--- config.mk ---
export PLATFORM = sky130hd
export DESIGN_NAME = activity_standby_ctrl
export DESIGN_NICKNAME = d
export VERILOG_FILES = /design/src/rtl/asc_pkg.sv /design/src/rtl/asc_sync.sv /design/src/rtl/asc_glitch_filter.sv /design/src/rtl/asc_idle_timer.sv /design/src/rtl/asc_pin_monitor.sv /design/src/rtl/activity_standby_ctrl.sv
export SDC_FILE = /design/constraint.sdc
export NUM_CORES = 1
export LEC_CHECK = 0
export ABC_AREA = 0
export BUFFER_PORTS_ARGS = -buffer_cell sky130_fd_sc_hd__buf_2
export CORE_ASPECT_RATIO = 0.8
export CORE_MARGIN = 8
export CORE_UTILIZATION = 55
export DETAILED_ROUTE_END_ITERATION = 10
export GPL_TIMING_DRIVEN = 1
export PLACE_DENSITY = 0.79
export SYNTH_ARGS = -nofsm -noshare
export SYNTH_HDL_FRONTEND = slang
export SYNTH_SLANG_ARGS = --single-unit
--- constraint.sdc ---
create_clock -name clk -period 1.74 [get_ports clk]
set_input_delay 0.261 -clock clk [delete_from_list [all_inputs] [get_ports clk]]
set_output_delay 0.261 -clock clk [all_outputs]
set_load 0.05 [all_outputs]
--- src/rtl/asc_pkg.sv ---
package asc_pkg;

    typedef enum logic [1:0] {
        ST_ACTIVE  = 2'd0,
        ST_STANDBY = 2'd1,
        ST_RECOVER = 2'd2
    } pwr_state_e;

    typedef enum logic {
        WAKE_BY_ACTIVITY = 1'b0,
        WAKE_BY_PIN      = 1'b1
    } wake_mode_e;

    typedef struct packed {
        logic standby;
        logic wake_pending;
        logic out_valid;
        logic in_en;
        logic clk_en;
    } pwr_flags_t;

    function automatic int unsigned max_u(int unsigned a, int unsigned b);
        return (a > b) ? a : b;
    endfunction

    function automatic int unsigned min_u(int unsigned a, int unsigned b);
        return (a < b) ? a : b;
    endfunction

    function automatic int unsigned clamp_u(int unsigned v, int unsigned lo, int unsigned hi);
        return min_u(max_u(v, lo), hi);
    endfunction

    function automatic pwr_flags_t decode_flags(pwr_state_e st, logic in_ok, logic clk_ok);
        pwr_flags_t f;
        f.standby      = (st == ST_STANDBY);
        f.wake_pending = (st == ST_RECOVER);
        f.out_valid    = (st == ST_ACTIVE);
        f.in_en        = f.out_valid | (f.wake_pending & in_ok);
        f.clk_en       = f.out_valid | (f.wake_pending & clk_ok);
        return f;
    endfunction

endpackage

--- src/rtl/asc_sync.sv ---
module asc_sync #(
    parameter int unsigned WIDTH = 1
) (
    input  logic             clk,
    input  logic             rst,
    input  logic [WIDTH-1:0] d,
    output logic [WIDTH-1:0] q
);
    logic [WIDTH-1:0] meta;

    always_ff @(posedge clk) begin
        if (rst) begin
            meta <= '0;
            q    <= '0;
        end else begin
            meta <= d;
            q    <= meta;
        end
    end
endmodule

--- src/rtl/asc_glitch_filter.sv ---
module asc_glitch_filter #(
    parameter int unsigned N_LINES = 8,
    parameter int unsigned QUAL    = 2
) (
    input  logic               clk,
    input  logic               rst,
    input  logic [N_LINES-1:0] lvl,
    output logic [N_LINES-1:0] qual_edge
);
    localparam int unsigned CW = $clog2(QUAL + 1);

    for (genvar i = 0; i < N_LINES; i++) begin : g_line
        logic          acc;
        logic          hit;
        logic [CW-1:0] cnt;

        always_ff @(posedge clk) begin
            if (rst) begin
                acc <= 1'b0;
                cnt <= '0;
                hit <= 1'b0;
            end else begin
                hit <= 1'b0;
                if (lvl[i] == acc) begin
                    cnt <= '0;
                end else if (cnt == CW'(QUAL - 1)) begin
                    acc <= lvl[i];
                    cnt <= '0;
                    hit <= 1'b1;
                end else begin
                    cnt <= cnt + 1'b1;
                end
            end
        end

        assign qual_edge[i] = hit;

        // a qualified change only follows a sample that differed from the accepted level
        assert_edge_needs_change_R4: assert property (@(posedge clk) disable iff (rst)
            hit |-> $past(lvl[i] != acc));
    end
endmodule

--- src/rtl/asc_idle_timer.sv ---
module asc_idle_timer #(
    parameter int unsigned LIMIT = 150
) (
    input  logic clk,
    input  logic rst,
    input  logic run,
    input  logic reload,
    output logic expired
);
    localparam int unsigned W = $clog2(LIMIT + 1);

    logic [W-1:0] cnt;

    always_ff @(posedge clk) begin
        if (rst || reload || !run) begin
            cnt <= '0;
        end else if (cnt != W'(LIMIT)) begin
            cnt <= cnt + 1'b1;
        end
    end

    assign expired = run && !reload && (cnt == W'(LIMIT - 1));

    // a reload always pushes expiry at least one full period away
    assert_reload_defers_expiry_R3: assert property (@(posedge clk) disable iff (rst)
        reload |=> !expired);
endmodule

--- src/rtl/asc_pin_monitor.sv ---
module asc_pin_monitor #(
    parameter int unsigned HI_MIN = 40,
    parameter int unsigned LO_MIN = 30
) (
    input  logic clk,
    input  logic rst,
    input  logic pin_s,
    output logic rose,
    output logic fell_ok,
    output logic held_high,
    output logic width_err
);
    localparam int unsigned SAT = asc_pkg::max_u(HI_MIN, LO_MIN);
    localparam int unsigned W   = $clog2(SAT + 1);

    logic         prev;
    logic         fell;
    logic         short_pulse;
    logic [W-1:0] run;

    assign rose        = pin_s & ~prev;
    assign fell        = ~pin_s & prev;
    assign fell_ok     = fell && (run >= W'(HI_MIN));
    assign short_pulse = (fell && (run < W'(HI_MIN))) || (rose && (run < W'(LO_MIN)));
    assign held_high   = pin_s && !rose && (run >= W'(HI_MIN));

    always_ff @(posedge clk) begin
        if (rst) begin
            prev      <= 1'b0;
            run       <= '0;
            width_err <= 1'b0;
        end else begin
            prev <= pin_s;
            if (pin_s != prev) begin
                run <= W'(1);
            end else if (run != W'(SAT)) begin
                run <= run + 1'b1;
            end
            if (short_pulse) begin
                width_err <= 1'b1;
            end
        end
    end

    // the width error is sticky until reset
    assert_width_err_sticky_R9: assert property (@(posedge clk) disable iff (rst)
        width_err |=> width_err);
endmodule

--- src/rtl/activity_standby_ctrl.sv ---
module activity_standby_ctrl
    import asc_pkg::*;
#(
    parameter wake_mode_e  MODE        = WAKE_BY_ACTIVITY,
    parameter int unsigned N_LINES     = 8,
    parameter int unsigned NARROW_CNT  = 2,
    parameter int unsigned WIDE_CNT    = 10,
    parameter int unsigned IDLE_MIN    = 100,
    parameter int unsigned IDLE_MAX    = 250,
    parameter int unsigned IDLE_PERIOD = 150,
    parameter int unsigned RECOVER_CNT = 15,
    parameter int unsigned PD_HI_MIN   = 40,
    parameter int unsigned PD_LO_MIN   = 30,
    parameter int unsigned IN_DLY      = 20,
    parameter int unsigned CLK_DLY     = 30,
    parameter int unsigned OUT_DLY     = 35
) (
    input  logic               clk,
    input  logic               rst,
    input  logic [N_LINES-1:0] lines,
    input  logic               pd_pin,
    output logic               standby,
    output logic               wake_pending,
    output logic               out_valid,
    output logic               in_capture_en,
    output logic               clk_capture_en,
    output logic               width_err
);
    localparam bit          PIN     = (MODE == WAKE_BY_PIN);
    localparam int unsigned QUAL    = max_u(1, min_u(NARROW_CNT, WIDE_CNT));
    localparam int unsigned LIMIT   = clamp_u(IDLE_PERIOD, IDLE_MIN, IDLE_MAX);
    localparam int unsigned REC_LEN = PIN ? OUT_DLY : RECOVER_CNT;
    localparam int unsigned RW      = $clog2(max_u(max_u(RECOVER_CNT, OUT_DLY), CLK_DLY) + 1);

    logic [N_LINES:0]   raw_all, sync_all;
    logic [N_LINES-1:0] edge_vec;
    logic               pin_s, any_edge, idle_exp;
    logic               pin_rose, pin_fell_ok, pin_held, pin_err;
    logic               go_sleep, go_wake, in_ok, clk_ok;
    pwr_state_e         st, st_nxt;
    logic [RW-1:0]      rcnt;
    pwr_flags_t         flags;

    assign raw_all = {pd_pin, lines};

    asc_sync #(.WIDTH(N_LINES + 1)) u_sync (
        .clk(clk), .rst(rst), .d(raw_all), .q(sync_all)
    );

    assign pin_s = sync_all[N_LINES];

    asc_glitch_filter #(.N_LINES(N_LINES), .QUAL(QUAL)) u_filter (
        .clk(clk), .rst(rst), .lvl(sync_all[N_LINES-1:0]), .qual_edge(edge_vec)
    );

    assign any_edge = |edge_vec;

    asc_idle_timer #(.LIMIT(LIMIT)) u_idle (
        .clk(clk), .rst(rst),
        .run(!PIN && (st == ST_ACTIVE)),
        .reload(any_edge),
        .expired(idle_exp)
    );

    asc_pin_monitor #(.HI_MIN(PD_HI_MIN), .LO_MIN(PD_LO_MIN)) u_pin (
        .clk(clk), .rst(rst), .pin_s(pin_s),
        .rose(pin_rose), .fell_ok(pin_fell_ok), .held_high(pin_held), .width_err(pin_err)
    );

    assign go_sleep = PIN ? pin_held    : idle_exp;
    assign go_wake  = PIN ? pin_fell_ok : any_edge;
    assign in_ok    = PIN && (rcnt >= RW'(IN_DLY));
    assign clk_ok   = PIN && (rcnt >= RW'(CLK_DLY));

    always_comb begin
        st_nxt = st;
        unique case (st)
            ST_ACTIVE:  if (go_sleep) st_nxt = ST_STANDBY;
            ST_STANDBY: if (go_wake)  st_nxt = ST_RECOVER;
            ST_RECOVER: begin
                if (PIN && pin_rose) begin
                    st_nxt = ST_STANDBY;
                end else if (rcnt == RW'(REC_LEN - 1)) begin
                    st_nxt = ST_ACTIVE;
                end
            end
            default:    st_nxt = ST_ACTIVE;
        endcase
    end

    always_ff @(posedge clk) begin
        if (rst) begin
            st   <= ST_ACTIVE;
            rcnt <= '0;
        end else begin
            st   <= st_nxt;
            rcnt <= ((st == ST_RECOVER) && (st_nxt == ST_RECOVER)) ? rcnt + 1'b1 : '0;
        end
    end

    assign flags          = decode_flags(st, in_ok, clk_ok);
    assign standby        = flags.standby;
    assign wake_pending   = flags.wake_pending;
    assign out_valid      = flags.out_valid;
    assign in_capture_en  = flags.in_en;
    assign clk_capture_en = flags.clk_en;
    assign width_err      = PIN && pin_err;

    // standby is only ever left through the recovery interval
    assert_sleep_exits_via_recovery_R5: assert property (@(posedge clk) disable iff (rst)
        $fell(standby) |-> wake_pending);

    // outputs become valid only at the end of a recovery interval
    assert_valid_after_recovery_R5: assert property (@(posedge clk) disable iff (rst)
        $rose(out_valid) |-> $past(wake_pending));

    // clock capture is never released ahead of input capture
    assert_clock_after_inputs_R8: assert property (@(posedge clk) disable iff (rst)
        clk_capture_en |-> in_capture_en);

    // in pin mode, standby is entered only while the pin is high
    assert_pin_standby_needs_high_R7: assert property (@(posedge clk) disable iff (rst)
        (PIN && $rose(standby)) |-> pin_s);

    // in activity mode, a wake-up follows a qualified line change
    assert_wake_needs_edge_R5: assert property (@(posedge clk) disable iff (rst)
        (!PIN && $rose(wake_pending)) |-> $past(any_edge));
endmodule

==> metrics.csv, run 1 <==
stage;metric;value;unit
critical_path;critPathCaptureType;flip-flop;
clocking;clk_latency;0.33;ns
pwr;peakVddDrop;848;uV
critical_path;critPathMaxFanout;7;
final_layout;area_growth_syn_to_layout;12.1;%
clocking;cts.sinks;64;
clocking;cts_tree;done;
pwr;p_total;2720;uW
sta;rsz0062_at_grt;false;
synth;syn-cell-area;0.00240;sq mm
detailed_routing;firstDrtPassIters;4;
sta;slew_viol_final;0;
floorplanning;ios;17;
clocking;ctsResizeCount;0;
global_route;grt_pass1_vias;1577;
floorplanning;die_h;75.1;um
sta;setup_tns;0;ns
synth;synth_fa_ha_area_share;6.77;%
global_route;grt_start_max_net_pins;27;
sta;finalSetupViolations;0;
synth;ys_top_cells_by_area;dfxtp_1, ha_1, nor2b_1;
synth;yosys.area_share.xor_xnor;5.11;%
status;status;finished clean;
global_route;antenna_found_initial;0;
worst_hold_path;holdPathStages;2;
synth;synth_compound_area_share;4.43;%
floorplanning;fp.coreArea;0.00418;sq mm
global_route;grt_pass1_wl;6400;um
worst_hold_path;holdCritStartpoint;lines[0];
clocking;clockBufferDepth;2;
detailed_routing;detail_route.iter0.violations;69;
placement;place_congestion;0.829;
sta;min_period_over_period;89.6;%
synth;avgSynthCellArea;10.3;sq um
clocking;ctsRootBufferMaster;clkbuf_8;
synth;yosysTopAreaCell;dfxtp_1;
global_route;track_usage;12.0;%
final_layout;fin_util;64.4;%
critical_path;r2r_slack;0.18;ns
synth;ys_seq_elements;64;
detailed_routing;viasPerCell;4.96;
placement;dp_hpwl;2590;um
floorplanning;die_area;0.00675;sq mm
final_layout;num_antenna_cells;0;
floorplanning;die_w;89.9;um
critical_path;worstReg2RegEnd;u_idle.cnt[3]$_SDFFE_PP0P_;
pwr;powerDensity;1010;mW/mm^2
critical_path;path_class;flip-flop to flip-flop;
clocking;clkTransAtPathRegs;0.07;ns
final_layout;nets;276;
sta;final_hold_viol_count;0;
detailed_routing;ant_nets;0;
clocking;cts_max_level;3;
synth;ys_seq_area_share;53.4;%
synth;synthMuxAreaShare;3.34;%
synth;syn_nets;256;
synth;synth-simple-area-share;22.8;%
floorplanning;start_util;57.5;%
critical_path;crit_arrival;1.77;ns
synth;netlist_instances;232;
detailed_routing;vias;1552;
pwr;p_leak;0.00110;uW
floorplanning;rows;21;
sta;period_needed;1.56;ns
clocking;post_cts_buffers;0;
final_layout;final_cell_mix;dfxtp_1, nor3_1, nor2b_1, nor2_1, buf_2;
sta;clock_skew;0.00677;ns
detailed_routing;drc;0;
clocking;cts_hold_buffers;0;
critical_path;rr_worst_depth;4;
synth;netlist.area_leader.share;53.4;%
detailed_routing;routed_wl;3610;um
global_route;grt-ovfl-total;0;
synth;synth.distinct_cells;34;
worst_hold_path;hold_class;primary input to flip-flop;
detailed_routing;routedWlPerCell;11.5;um
critical_path;timing.rr.start;u_idle.cnt[1]$_SDFFE_PP0P_;
placement;io_buffers;14;
clocking;cts_buffers;9;
synth;yosysWarningCount;0;
critical_path;cp-start-kind;flip-flop;
sta;fmax;0.641;GHz
job;maxCapViolations;0;
synth;synth_top_family_by_area;simple AND/OR/NAND/NOR gates;
final_layout;final_common_cell;dfxtp_1;
critical_path;worstPathRequired;1.95;ns
final_layout;drive_gt1_share;16.0;%
worst_hold_path;min_to;u_sync.meta[0]$_SDFF_PP0_;
Yosys cell counts:
cell,instances
conb_1,1
nor3b_1,1
or3_1,4
dfxtp_1,64
nor2_1,17
nand4_4,1
nor2b_1,18
o211ai_1,1
buf_4,4
ha_1,13
and4b_2,1
a211oi_2,2
a21oi_1,5
a211oi_1,1
nand3_1,6
nor3_1,20
xor2_1,12
buf_2,1
xnor2_1,2
mux2i_1,8
clkbuf_1,1
nor4_1,1
nand4_1,1
clkbuf_2,1
inv_1,13
or3b_2,1
nand2_1,12
a21bo_2,1
buf_1,1
a31oi_1,1
and3_1,8
o21ai_0,5
nor4_4,2
nand4b_1,2
per-stage QoR:
step                      std cells  hold slack [ns]  cell area, sq um  worst slack [ns]
final                           313            0.137              2690             0.180
after floorplan                 232            0.389              2400          0.000623
after CTS                       313            0.128              2690             0.183
after detailed placement        298            0.419              2520             0.201
after global placement          298            0.415              2520             0.219
after global routing            313            0.123              2690            0.0760
final cells by class:
cell class / instances / area (sq um)
Timing Repair Buffer: 17 / 92.6
Sequential cell: 64 / 1280
Multi-Input combinational cell: 147 / 1030
Tap cell: 57 / 71.3
Fill cell: 356 / 1490
Inverter: 13 / 48.8
Clock inverter: 4 / 20.0
Clock buffer: 11 / 151
critical path: stages (launching register included):
cell	delay (ns)
dfxtp_1	0.45
ha_1	0.20
or3b_2	0.47
nor2_1	0.22
nor3_1	0.09
cells by family (layout without fill, tap and decap cells):
family | after synthesis | in the layout
buffers and inverters | 21 | 45
other | 1 | 1
multiplexers | 8 | 8
AND/OR/NAND/NOR | 95 | 95
AO/OA/AOI/OAI | 16 | 16
XOR/XNOR | 14 | 14
flip-flops | 64 | 64
adder cells (fa/ha/maj) | 13 | 13
state kept, by name, summed over array words and instances, names as in the netlist:
name	cells
u_filter.g_line.cnt	16
u_filter.g_line.acc	8
u_filter.g_line.hit	8
u_idle.cnt	8
u_sync.meta	8
u_sync.q	8
rcnt	6
st	2
how the worst max path moves through the flow:
stage	start	end	slack [ns]	cells past startpoint
finish	u_idle.cnt[1]$_SDFFE_PP0P_	u_idle.cnt[3]$_SDFFE_PP0P_	0.18	4
global route	u_idle.cnt[1]$_SDFFE_PP0P_	u_idle.cnt[3]$_SDFFE_PP0P_	0.08	4
CTS	u_idle.cnt[1]$_SDFFE_PP0P_	u_idle.cnt[3]$_SDFFE_PP0P_	0.18	4
detailed placement	u_idle.cnt[1]$_SDFFE_PP0P_	u_idle.cnt[3]$_SDFFE_PP0P_	0.20	4
global placement	u_idle.cnt[1]$_SDFFE_PP0P_	u_idle.cnt[3]$_SDFFE_PP0P_	0.22	4
floorplan	st[1]$_SDFF_PP0_	rcnt[5]$_SDFF_PP0_	0.0006	3
per-layer routing:
metal,track usage (%),routed length (um)
met5,0,0
met4,4.96,44
met3,5.68,167
met2,21.8,1740
met1,11.7,1650
where the power goes:
group | internal [uW] | leakage, uW | total, uW | switching (uW)
Sequential | 1500 | 0.000520 | 1520 | 24.3
Clock | 576 | 0.0000947 | 1090 | 510
Combinational | 53.7 | 0.000488 | 115 | 61.2
Total | 2130 | 0.00110 | 2720 | 596
Note: power is estimated with default switching activity, not from simulation.
==> run 2: changes to the inputs <==
--- a/config.mk
+++ b/config.mk
@@ -7,4 +7,5 @@
 export LEC_CHECK = 0
-export ABC_AREA = 0
+export ABC_AREA = 1
 export BUFFER_PORTS_ARGS = -buffer_cell sky130_fd_sc_hd__buf_2
+export CAP_MARGIN = 5
 export CORE_ASPECT_RATIO = 0.8
==> constraint.sdc (replaced) <==
create_clock -name clk -period 1.74 [get_ports clk]
set_input_delay 0.174 -clock clk [delete_from_list [all_inputs] [get_ports clk]]
set_output_delay 0.174 -clock clk [all_outputs]
set_load 0.05 [all_outputs]
==> metrics.csv, run 2 <==
stage;metric;value;unit;change
status;status;finished clean;;
detailed_routing;firstDrtPassIters;4;;unchanged
final_layout;drive_gt1_share;12.7;%;-3.3 points
detailed_routing;detail_route.iter0.violations;85;;+23%
global_route;track_usage;12.4;%;+0.44 points
pwr;pwr-share-clk;44.9;%;+5.0 points
clocking;ctsResizeCount;0;;unchanged
synth;ys_seq_elements;64;;unchanged
floorplanning;ios;17;;unchanged
floorplanning;die_h;76.1;um;+1.3%
critical_path;critPathCaptureType;primary output;;
sta;fin_ws;0.259;ns;+0.0786 ns
critical_path;worstSetupStartpoint;st[0]$_SDFF_PP0_;;
synth;avgSynthCellArea;8.09;sq um;-22%
sta;timing.hold.ws;0.0269;ns;-0.110 ns
final_layout;final_area;0.00280;sq mm;+4.2%
placement;place_congestion;0.747;;-10%
global_route;grt_pass1_wl;6870;um;+7.4%
placement;io_buffers;14;;unchanged
clocking;ctsRootBufferMaster;clkbuf_8;;
floorplanning;rows;22;;+4.8%
placement;dp_hpwl;2800;um;+8.0%
final_layout;final_cell_mix;nor2_1, dfxtp_1, inv_1, nand2_1, buf_2;;
final_layout;top_register;u_filter.g_line.cnt;;
sta;rsz0062_at_grt;false;;
synth;yosysTopAreaCell;dfxtp_1;;
pwr;powerDensity;1110;mW/mm^2;+9.4%
detailed_routing;drc;0;;unchanged
synth;synth_ff_type;dfxtp_1;;
detailed_routing;ant_nets;0;;unchanged
sta;fmax;0.675;GHz;+5.3%
final_layout;final_common_cell;nor2_1;;
synth;ys_seq_area_share;51.6;%;-1.8 points
critical_path;cp-start-kind;flip-flop;;
clocking;cts.sinks;64;;unchanged
synth;yosys-top-cells-count;nor2_1, dfxtp_1, inv_1, nand2_1;;
placement;place_area;0.00258;sq mm;+2.5%
final_layout;area_growth_syn_to_layout;12.9;%;
synth;async_reset_ff_share;0;%;unchanged
pwr;p_leak;0.00126;uW;+14%
worst_hold_path;holdCritStartpoint;lines[1];;
synth;syn_nets;331;;+29%
synth;synth_most_common_cell;nor2_1;;
global_route;antenna_found_initial;0;;unchanged
global_route;grt_pass1_vias;1685;;+6.8%
synth;ys_top_cells_by_area;dfxtp_1, nor2_1, inv_1;;
pwr;peakVddDrop;809;uV;-4.5%
job;maxCapViolations;0;;unchanged
floorplanning;die_area;0.00694;sq mm;+2.8%
synth;syn-cell-area;0.00248;sq mm;+3.4%
sta;min_period_over_period;85.1;%;-4.5 points
sta;finalSetupViolations;0;;unchanged
clocking;clkTransAtPathRegs;0.07;ns;about the same
final_layout;largest_reg_flops;16;;unchanged
synth;netlist.area_leader.share;51.6;%;-1.8 points
global_route;grt_start_max_net_pins;26;;-3.7%
sta;period_needed;1.48;ns;-0.0786 ns
pwr;p_switching;685;uW;+15%
sta;clock_skew;0.00903;ns;+0.00226 ns
clocking;post_cts_buffers;0;;unchanged
pwr;power.share.sequential;49.9;%;-6.0 points
pwr;power_switching_share;22.1;%;+0.18 points
critical_path;timing.rr.start;u_idle.cnt[0]$_SDFFE_PP0P_;;
critical_path;path_class;flip-flop to primary output;;
detailed_routing;routed_wl;3900;um;+7.9%
critical_path;worstPathRequired;1.57;ns;-0.38 ns
detailed_routing;routedWlPerCell;9.99;um;-13%
floorplanning;start_util;55.7;%;-1.8 points
clocking;clk_latency;0.35;ns;+0.02 ns
detailed_routing;viasPerCell;4.64;;-6.5%
global_route;grt-ovfl-total;0;;unchanged
synth;synth-edff-count;0;;unchanged
critical_path;crit_arrival;1.31;ns;-0.46 ns
synth;netlist_instances;307;;+32%
floorplanning;die_w;91.1;um;+1.4%
sta;slew_viol_final;0;;unchanged
synth;synth.distinct_cells;24;;-29%
final_layout;nets;349;;+26%
critical_path;critPathMaxFanout;5;;-2
final_layout;num_antenna_cells;0;;unchanged
clocking;cts_tree;done;;
clocking;cts_hold_buffers;0;;unchanged
sta;setup_tns;0;ns;unchanged
synth;yosysWarningCount;0;;unchanged
clocking;cts_max_level;3;;unchanged
pwr;combPwrFrac;5.2;%;+1.0 points
floorplanning;fp.coreArea;0.00446;sq mm;+6.7%
placement;pre_cts_ws;0.498;ns;+0.296 ns
pwr;internal_power;2420;uW;+14%
clocking;clockBufferDepth;2;;unchanged
sta;final_hold_viol_count;0;;unchanged
detailed_routing;vias;1808;;+16%
worst_hold_path;hold_class;primary input to flip-flop;;
clocking;cts_buffers;9;;unchanged
[run 2: cell count changes after synthesis, moves of 4 or more]
cell / change
nor2_1: +68
inv_1: +40
nor3_1: -19
nor2b_1: -18
nand2_1: +12
and3_1: -8
mux2i_1: -8
xor2_1: -8
nand3_1: +7
nor4_1: +7
nand3_2: +4
o21ai_0: +4
or3_1: -4
[run 2: path summary, 6_finish.rpt]
check,endpoint,slack (ns),cells past startpoint
hold / removal,u_sync.meta[1]$_SDFF_PP0_,0.03,3
setup / recovery,out_valid,0.26,2
hold reg to reg,u_sync.q[2]$_SDFF_PP0_,0.40,2
setup reg to reg,u_idle.cnt[5]$_SDFFE_PP0P_,0.48,7
[run 2: power by group through the flow]
stage | logic [uW] | registers (uW) | clock network, uW
6_report | 162 | 1550 | 1390
5_1_grt | 190 | 1560 | 1500
4_1_cts | 164 | 1550 | 1430
3_5_place_dp | 163 | 1580 | 0
3_3_place_gp | 153 | 1580 | 0
2_1_floorplan | 132 | 1570 | 0
[run 2: per-stage QoR]
step	utilization, %	instances	total power (uW)
floorplan	-	307	1710
global placement	57.9	374	1730
detailed placement	57.9	374	1750
CTS	62.9	390	3150
global route	62.9	390	3240
finish	62.9	390	3100
[run 2: kinds of logic after synthesis]
family | count (synthesis) | synth area share (%)
simple gates | 145 | 25.9
flops | 64 | 51.6
buf+inv | 62 | 10.3
compound gates | 15 | 3.02
fa+ha+maj | 13 | 6.55
xor+xnor | 7 | 2.47
other cells | 1 | 0.151
[run 2: metal layers]
layer,GRT usage (%),wire (um)
met2,19.4,1810
met5,0,0
met4,6.85,78
met3,6.89,212
met1,13.0,1800
[run 2: worst max-delay path: stages, from the launching register on]
cell,delay (ns)
dfxtp_1,0.34
nor2_1,0.29
buf_2,0.33
[run 2: final cells by class]
class                      instances  area, sq um
fill                             394         1660
clock inverter                     5         80.1
multi-input combinational        181          946
timing repair buffer              15         77.6
clock buffer                      11          141
sequential                        64         1280
tap                               60         75.1
inverter                          54          203
==> run 3: changes to the inputs <==
BUFFER_PORTS_ARGS = -buffer_cell sky130_fd_sc_hd__buf_4   (was -buffer_cell sky130_fd_sc_hd__buf_2)
==> metrics.csv, run 3 (synthesis results as in run 2) <==
stage;metric;value;unit;change
floorplanning;fp.coreArea;0.00446;sq mm;unchanged
sta;fmax;0.713;GHz;+5.6%
critical_path;critPathCaptureType;primary output;;
critical_path;critPathMaxFanout;5;;unchanged
critical_path;slowest_stage;dfxtp_1;;
critical_path;worstSetupStartpoint;st[0]$_SDFF_PP0_;;
final_layout;nets;348;;-0.29%
critical_path;cp-start-kind;flip-flop;;
sta;rsz0062_at_grt;false;;
clocking;clkTransAtPathRegs;0.06;ns;about the same
sta;final_hold_viol_count;0;;unchanged
final_layout;largest_reg_flops;16;;unchanged
detailed_routing;routed_wl;3820;um;-2.0%
placement;place_inst;373;;-0.27%
clocking;cts_hold_buffers;0;;unchanged
clocking;ctsRootBufferMaster;clkbuf_8;;
floorplanning;ios;17;;unchanged
floorplanning;start_util;55.7;%;unchanged
critical_path;cpPeakStageDelay;0.33;ns;about the same
sta;fin_ws;0.338;ns;+0.0790 ns
clocking;post_cts_buffers;0;;unchanged
critical_path;crit_path_cell_trace;nor2_1 -> buf_4;;
final_layout;fin_util;63.5;%;+0.59 points
sta;finalSetupViolations;0;;unchanged
clocking;cts.sinks;64;;unchanged
detailed_routing;ant_nets;0;;unchanged
global_route;grt_pass1_vias;1675;;-0.59%
pwr;peakVddDrop;883;uV;+9.1%
final_layout;top_register;u_filter.g_line.cnt;;
critical_path;timing.rr.start;u_idle.cnt[0]$_SDFFE_PP0P_;;
clocking;clk_latency;0.33;ns;-0.02 ns
clocking;clockBufferDepth;2;;unchanged
final_layout;area_growth_syn_to_layout;14.0;%;
sta;setup_tns;0;ns;unchanged
global_route;antenna_found_initial;0;;unchanged
final_layout;fin_cells;388;;-0.51%
critical_path;path_class;flip-flop to primary output;;
worst_hold_path;hold_class;primary input to flip-flop;;
sta;period_needed;1.40;ns;-0.0790 ns
clocking;cts_max_level;3;;unchanged
sta;slew_viol_final;0;;unchanged
clocking;ctsResizeCount;0;;unchanged
sta;clock_skew;0.00517;ns;-0.00386 ns
global_route;grt-ovfl-total;0;;unchanged
final_layout;nFillCells;394;;unchanged
sta;min_period_over_period;80.6;%;-4.5 points
floorplanning;die_area;0.00694;sq mm;unchanged
worst_hold_path;holdCritStartpoint;lines[5];;
floorplanning;die_w;91.1;um;unchanged
job;maxCapViolations;0;;unchanged
detailed_routing;detail_route.iter0.violations;82;;-3.5%
placement;pre_cts_ws;0.482;ns;-0.0155 ns
global_route;grt_pass1_wl;6800;um;-1.1%
detailed_routing;viasPerCell;4.60;;-0.71%
critical_path;worstPathRequired;1.57;ns;about the same
pwr;powerDensity;1090;mW/mm^2;-1.4%
final_layout;final_common_cell;nor2_1;;
floorplanning;die_h;76.1;um;unchanged
pwr;p_total;3090;uW;-0.51%
floorplanning;rows;22;;unchanged
placement;dp_hpwl;2700;um;-3.4%
critical_path;crit_family;flip-flops;;
global_route;grt_start_max_net_pins;27;;+3.8%
clocking;cts_buffers;9;;unchanged
critical_path;crit_arrival;1.23;ns;-0.08 ns
detailed_routing;routedWlPerCell;9.84;um;-1.5%
final_layout;final_cell_mix;nor2_1, dfxtp_1, inv_1, nand2_1, buf_4;;
placement;place_congestion;0.753;;+0.84%
detailed_routing;drc;0;;unchanged
final_layout;drive_gt1_share;12.2;%;-0.53 points
detailed_routing;vias;1786;;-1.2%
final_layout;num_antenna_cells;0;;unchanged
placement;io_buffers;14;;unchanged
detailed_routing;firstDrtPassIters;4;;unchanged
status;status;finished clean;;
clocking;cts_tree;done;;
pwr;p_leak;0.00127;uW;+1.2%
critical_path;path_buf_inv;1;;unchanged
global_route;track_usage;12.2;%;-0.22 points
[run 3: cell count changes in the layout (fill, tap and decap cells not counted)]
cell / previous run / this run
clkinvlp_4: 2 / 0
clkbuf_8: 10 / 11
buf_2: 14 / 0
buf_4: 1 / 14
[run 3: layout make-up]
| class | count | area, sq um | share of cell area, % |
|---|---|---|---|
| Clock buffer | 12 | 155 | 5.48 |
| Clock inverter | 3 | 65.1 | 2.30 |
| Inverter | 54 | 203 | 7.16 |
| Multi-Input combinational cell | 181 | 946 | 33.4 |
| Sequential cell | 64 | 1280 | 45.3 |
| Tap cell | 60 | 75.1 | 2.65 |
| Timing Repair Buffer | 14 | 105 | 3.71 |
[run 3: routing by layer]
layer	GRT usage (%)	wire length [um]	vias to the layer above
met3	5.51	182	10
li1	-	-	965
met2	19.4	1780	19
met4	7.83	95	0
met5	0	0	-
met1	12.8	1760	792
[run 3: final timing paths]
path	slack [ns]	end	cells past startpoint
worst max-delay path	0.34	out_valid	2
worst min-delay path	0.04	u_sync.meta[5]$_SDFF_PP0_	3
worst max register to register	0.49	u_idle.cnt[3]$_SDFFE_PP0P_	7
worst min register to register	0.40	u_sync.q[1]$_SDFF_PP0_	2
[run 3: stage by stage]
step / area [sq um] / hold WS, ns
final: 2830 / 0.0416
after global routing: 2830 / 0.0338
after CTS: 2830 / 0.0239
after detailed placement: 2610 / 0.380
after global placement: 2610 / 0.377
after floorplan: 2480 / 0.281
[run 3: where the power goes]
part	switching [uW]	internal [uW]	leakage, uW
sequential	35.1	1520	0.000521
combinational	99.8	66.2	0.000639
clock	497	875	0.000112
total	632	2460	0.00127
[run 3: worst reg2reg max path, delay by kind of cell, from the launching register on]
family | cells | cell delay, ns
adders and majority gates | 1 | 0.20
buffers and inverters | 2 | 0.16
DFF | 1 | 0.42
and+or+nand+nor | 4 | 0.41
